===== src/rtl/pwm_cfg_pkg.sv =====
package pwm_cfg_pkg;
    localparam int CFG_W    = 32;
    localparam int EN_BIT   = 31;
    localparam int REQ_BIT  = 30;
    localparam int THR_W    = 8;
    localparam int STEP_LSB = 8;
endpackage


===== src/rtl/pwm_cfg_regs.sv =====
module pwm_cfg_regs
    import pwm_cfg_pkg::*;
#(
    parameter int INC_W = 8
) (
    input  logic             clk,
    input  logic             rst_n,
    input  logic             wr_en,
    input  logic [CFG_W-1:0] wr_data,
    input  logic             wrap,
    output logic             run,
    output logic             pend,
    output logic [INC_W-1:0] act_step,
    output logic [THR_W-1:0] act_thr,
    output logic [CFG_W-1:0] rd_data
);
    localparam int STEP_MSB = STEP_LSB + INC_W - 1;

    typedef struct packed {
        logic             en;
        logic             req;
        logic [INC_W-1:0] sh_step;
        logic [THR_W-1:0] sh_thr;
        logic [INC_W-1:0] ac_step;
        logic [THR_W-1:0] ac_thr;
    } regs_t;

    regs_t r_q, r_d;
    logic  idle;
    logic  commit;

    always_comb begin
        r_d    = r_q;
        idle   = !r_q.en || (r_q.ac_step == '0);
        commit = r_q.req && (idle || wrap);
        if (wr_en) begin
            r_d.en = wr_data[EN_BIT];
            if (!r_q.req) begin
                r_d.sh_step = wr_data[STEP_MSB:STEP_LSB];
                r_d.sh_thr  = wr_data[THR_W-1:0];
                r_d.req     = wr_data[REQ_BIT];
            end
        end
        if (commit) begin
            r_d.ac_step = r_q.sh_step;
            r_d.ac_thr  = r_q.sh_thr;
            r_d.req     = 1'b0;
        end
    end

    always_ff @(posedge clk or negedge rst_n) begin
        if (!rst_n) r_q <= '0;
        else        r_q <= r_d;
    end

    always_comb begin
        rd_data                     = '0;
        rd_data[EN_BIT]             = r_q.en;
        rd_data[REQ_BIT]            = r_q.req;
        rd_data[STEP_MSB:STEP_LSB]  = r_q.sh_step;
        rd_data[THR_W-1:0]          = r_q.sh_thr;
    end

    assign run      = r_q.en;
    assign pend     = r_q.req;
    assign act_step = r_q.ac_step;
    assign act_thr  = r_q.ac_thr;

    // shadow untouched by writes while a request is outstanding
    assert_holdoff_R6: assert property (@(posedge clk) disable iff (!rst_n)
        (r_q.req && wr_en) |=> ($stable(r_q.sh_step) && $stable(r_q.sh_thr)));

    // active settings move only when a request was pending
    assert_active_hold_R4: assert property (@(posedge clk) disable iff (!rst_n)
        !r_q.req |=> ($stable(r_q.ac_step) && $stable(r_q.ac_thr)));

    // clearing the request coincides with the shadow becoming active
    assert_commit_copy_R5: assert property (@(posedge clk) disable iff (!rst_n)
        $fell(r_q.req) |-> (r_q.ac_step == $past(r_q.sh_step) && r_q.ac_thr == $past(r_q.sh_thr)));
endmodule


===== src/rtl/pwm_phase_acc.sv =====
module pwm_phase_acc #(
    parameter int INC_W = 8
) (
    input  logic             clk,
    input  logic             rst_n,
    input  logic             run,
    input  logic [INC_W-1:0] step,
    output logic [INC_W-1:0] acc,
    output logic             wrap
);
    logic [INC_W-1:0] acc_q, acc_d;
    logic [INC_W:0]   sum;

    always_comb begin
        sum   = {1'b0, acc_q} + {1'b0, step};
        wrap  = run && sum[INC_W];
        acc_d = run ? sum[INC_W-1:0] : '0;
    end

    always_ff @(posedge clk or negedge rst_n) begin
        if (!rst_n) acc_q <= '0;
        else        acc_q <= acc_d;
    end

    assign acc = acc_q;

    // stopped accumulator returns to zero
    assert_off_zero_R7: assert property (@(posedge clk) disable iff (!rst_n)
        !run |=> (acc_q == '0));

    // zero step freezes the phase
    assert_freeze_R8: assert property (@(posedge clk) disable iff (!rst_n)
        (run && step == '0) |=> $stable(acc_q));
endmodule


===== src/rtl/pwm_accum_gen.sv =====
module pwm_accum_gen
    import pwm_cfg_pkg::*;
#(
    parameter int INC_W = 8  // 8..22 so the step field fits below bit 30
) (
    input  logic        clk,
    input  logic        rst_n,
    input  logic        cfg_we,
    input  logic [31:0] cfg_wdata,
    output logic [31:0] cfg_rdata,
    output logic        pwm_out
);
    logic             run;
    logic             pend;
    logic             wrap;
    logic [INC_W-1:0] act_step;
    logic [THR_W-1:0] act_thr;
    logic [INC_W-1:0] acc;
    logic [THR_W-1:0] phase_top;

    pwm_cfg_regs #(.INC_W(INC_W)) u_regs (
        .clk(clk), .rst_n(rst_n), .wr_en(cfg_we), .wr_data(cfg_wdata),
        .wrap(wrap), .run(run), .pend(pend), .act_step(act_step),
        .act_thr(act_thr), .rd_data(cfg_rdata)
    );

    pwm_phase_acc #(.INC_W(INC_W)) u_acc (
        .clk(clk), .rst_n(rst_n), .run(run), .step(act_step),
        .acc(acc), .wrap(wrap)
    );

    assign phase_top = acc[INC_W-1 -: THR_W];
    assign pwm_out   = run && (phase_top > act_thr);

    // a wrap with a pending request always clears it
    assert_wrap_commit_R5: assert property (@(posedge clk) disable iff (!rst_n)
        (wrap && pend) |=> !pend);
endmodule


===== config.mk =====
export PLATFORM = sky130hd
export DESIGN_NAME = pwm_accum_gen
export DESIGN_NICKNAME = d
export VERILOG_FILES = /design/src/rtl/pwm_cfg_pkg.sv /design/src/rtl/pwm_cfg_regs.sv /design/src/rtl/pwm_phase_acc.sv /design/src/rtl/pwm_accum_gen.sv
export SDC_FILE = /design/constraint.sdc
export NUM_CORES = 1
export LEC_CHECK = 0
export BUFFER_PORTS_ARGS = -buffer_cell sky130_fd_sc_hd__buf_2
export CORE_ASPECT_RATIO = 0.5
export CORE_MARGIN = 10
export CORE_UTILIZATION = 50
export DETAILED_ROUTE_END_ITERATION = 10
export GPL_TIMING_DRIVEN = 0
export MAX_ROUTING_LAYER = met4
export PLACE_DENSITY_LB_ADDON = 0.05
export SKIP_LAST_GASP = 1
export SYNTH_ARGS = -nofsm -noshare
export SYNTH_HDL_FRONTEND = slang
export SYNTH_SLANG_ARGS = --single-unit

===== constraint.sdc =====
create_clock -name clk -period 2.9 [get_ports clk]
set_clock_uncertainty 0.05 [all_clocks]
set_input_delay 0.145 -clock clk [delete_from_list [all_inputs] [get_ports clk]]
set_output_delay 0.145 -clock clk [all_outputs]
set_load 0.05 [all_outputs]

==> impl_metrics.yaml <==
run_status:
  status: "finished clean"
layout:
  finalNonFillerCells: 296
  final_common_cell: "dfrtp_1"
  area_delta_synth_final_pct: 18.66
  fill_cells: 377
  seq_area_um2: 1051
  multi_input_area_um2: 1046
  antennaDiodeCount: 0
  drive_gt1_frac: 0.4184
  final_cell_mix: "42 x dfrtp_1, 40 x buf_2, 23 x mux2_2"
  nNetsFinal: 290
  final_util: 0.6077
sta:
  slew_viol_final: 0
  final.setup.tns_ns: 0
  whs_ns: 0.02904
  worstMarginPinSlew_ns: 0.8957
  slew_headroom: 0.4029
  period_needed_ns: 2.638
  finalSetupViolCount: 0
  rsz0062_at_grt: "false"
  hold_viol_final: 0
  timing.final.crit_share: 0.9096
  max_freq_mhz: 379.1
floorplan:
  rows: 17
  initial_core_util: 0.5122
  ios: 68
  fp.dieH_um: 67.26
  fp.dieW_um: 114.5
  coreArea_um2: 4360
  die_area_um2: 7702
route:
  routed_wl_mm: 4.258
  drtPass1Iterations: 4
  viasPerCell: 4.818
  vias: 1426
  drtIter0Drc: 42
  ant_nets: 0
  drcViolationCount: 0
  wl_per_cell_um: 14.39
yosys:
  syn_area_um2: 2233
  yosys.area.top_type_share: 0.4706
  synth_top_family_by_area: "multiplexers"
  yosysTopAreaCell: "dfrtp_1"
  synth_xor_area_frac: 0.01569
  synth_cells: 178
  synth_compound_area_frac: 0.08683
  synth_simple_gate_area_frac: 0.06050
  synth-adder-area-share: 0.09860
  synth-seq-cells: 42
  synth_mux_area_frac: 0.1832
  synth_seq_area_share: 0.4706
  syn_avg_cell_area_um2: 12.55
  yosysWarnings: 0
  yosys.cell_types.count: 36
  synth_area_leaders: "dfrtp_1 47%, mux2_2 12%, ha_1 9.0%, mux2_4 6.7%, buf_4 5.4%"
setup_path:
  crit_arrival_ns: 2.76
  crit_slowest_cell: "a211oi_1"
  timing.rr.end: "u_regs.act_thr[2]"
  worst_path_largest_cell_delay_ns: 0.44
  timing.rr.start: "u_regs.act_step[0]"
  crit_chain: "ha_1 -> fa_1 -> a211oi_1 -> nor3_2 -> o21ai_4 -> buf_8 -> mux2_4"
  critPathMaxFanout: 10
  rr_worst_depth: 7
  crit_type: "reg -> reg"
  crit_start: "u_regs.act_step[0]"
  required_ns: 3.02
  r2r_setup_slack_ns: 0.26
  critPathCaptureType: "flop"
  critPathLaunchType: "flop"
clock_tree:
  cts-root-buf: "clkbuf_8"
  clk_transition_reported_paths_ns: 0.08
  cts_tree: "built"
  h-tree-depth: 2
  numCtsBuffers: 5
  cts_num_sinks: 42
  clockBufferDepth: 2
  cts_setup_buffers: 0
  clock_latency_ns: 0.29
  post_cts_resized: 0
global_route:
  grt_pass1_wl_mm: 7.031
  busiest_layer: "met2"
  met3_usage: 0.05217
  gr-total-overflow: 0
  met2_usage: 0.1629
  use_met1: 0.1507
  grt_pass1_vias: 1492
  antenna_found_initial: 0
  grt_usage: 0.1168
  grt_max_degree: 43
min_path:
  holdPathStages: 2
  hold_end: "u_regs.pend"
  hold_path_startpoint: "cfg_wdata[30]"
  hold_class: "in -> reg"
power:
  powerDensity_nw_per_um2: 1102
  ir_worst_vdd_mv: 0.4855
  power_leakage_nw: 1.364
placed_design:
  gp_congestion: 0.8526
  dp_cells: 287
  place.detailed.hpwl_mm: 3.301
  port_buffers: 39
flow_run:
  max_cap_viol_count: 0
stage by stage:
stage	cell area, um2	setup WS [ns]	power (mW)
finish	2650	0.2621	2.920
global route	2650	0.1140	3.155
floorplan	2282	0.5007	2.234
CTS	2650	0.2481	2.948
detailed placement	2549	0.2782	2.552
global placement	2549	0.2437	2.529
report_power, final:
| group | leakage [nW] | switching, mW | internal (mW) |
|---|---|---|---|
| sequential | 0.503 | 0.187 | 0.821 |
| clock | 0.0482 | 0.189 | 0.192 |
| combinational | 0.812 | 0.853 | 0.678 |
cell type report:
cell class | count | share of cell area
Sequential cell | 42 | 0.3966
Multi-Input combinational cell | 119 | 0.3947
Timing Repair Buffer | 40 | 0.07743
Buffer | 20 | 0.05571
Clock buffer | 7 | 0.03258
Tap cell | 57 | 0.02691
Inverter | 10 | 0.01416
Clock inverter | 1 | 0.001889
flip-flops by register name, summed over array words and instances, names as in the netlist:
signal / flops
u_regs.rd_data: 16
u_regs.run: 1
u_regs.pend: 1
u_acc.acc: 8
u_regs.act_thr: 8
u_regs.act_step: 8
per-layer routing:
layer	part of all wire	up-vias
li1	-	718
met3	0.089	2
met1	0.53	659
met5	0	-
met4	0.0054	0
met2	0.37	47
synth_stat cells:
cell       n
a221o_1    1
buf_2      1
a31oi_1    1
fa_1       1
ha_1      16
nand4_1    2
nor2_1     3
a21o_1     3
nand3_1    2
buf_8      1
dfrtp_1   42
o21bai_1   2
a21oi_1    5
nor3_1     1
and2_1     6
mux2_2    23
xor2_1     1
o2111a_1   1
inv_1     10
a21oi_2    1
nor4_1     2
o211ai_1   2
buf_4     16
conb_1     1
nor2b_1    2
xnor2_1    3
o21a_1     2
a211oi_1   2
nand2_1    3
a22o_1     1
nor3_2     1
o21ai_0    5
nand2b_1   2
mux2_4    10
o21ai_4    1
clkbuf_1   2
worst max-delay path by stage:
stage	to	depth (start not counted)
after floorplan	u_regs.act_step[4]	7
after global placement	u_regs.act_thr[2]	7
after detailed placement	u_regs.act_thr[6]	7
after CTS	u_regs.act_thr[4]	7
after global routing	u_regs.act_thr[3]	7
final	u_regs.act_thr[2]	7
what timing repair did:
action,4_1_cts,5_1_grt
hold buffers,1,0
endpoints found under the setup margin,0,0
endpoints found under the hold margin,42,0
kinds of logic (layout without fill, tap and decap cells):
group                    count (synthesis)  after routing
buffers and inverters                   30             78
other                                    1             14
AND/OR/NAND/NOR                         24             24
flip-flops                              42             42
adder cells (fa/ha/maj)                 17             17
multiplexers                            33             33
AO/OA/AOI/OAI                           27             27
XOR/XNOR                                 4              4
worst max-delay path: cells and delay by family, from the launching register on:
kind            cells  cell delay [ns]
compound gates      2             0.74
fa+ha+maj           2             0.65
flops               1             0.41
mux                 1             0.31
buf+inv             1             0.21
simple gates        1             0.14
No activity file was read; power rests on OpenSTA's default activity.
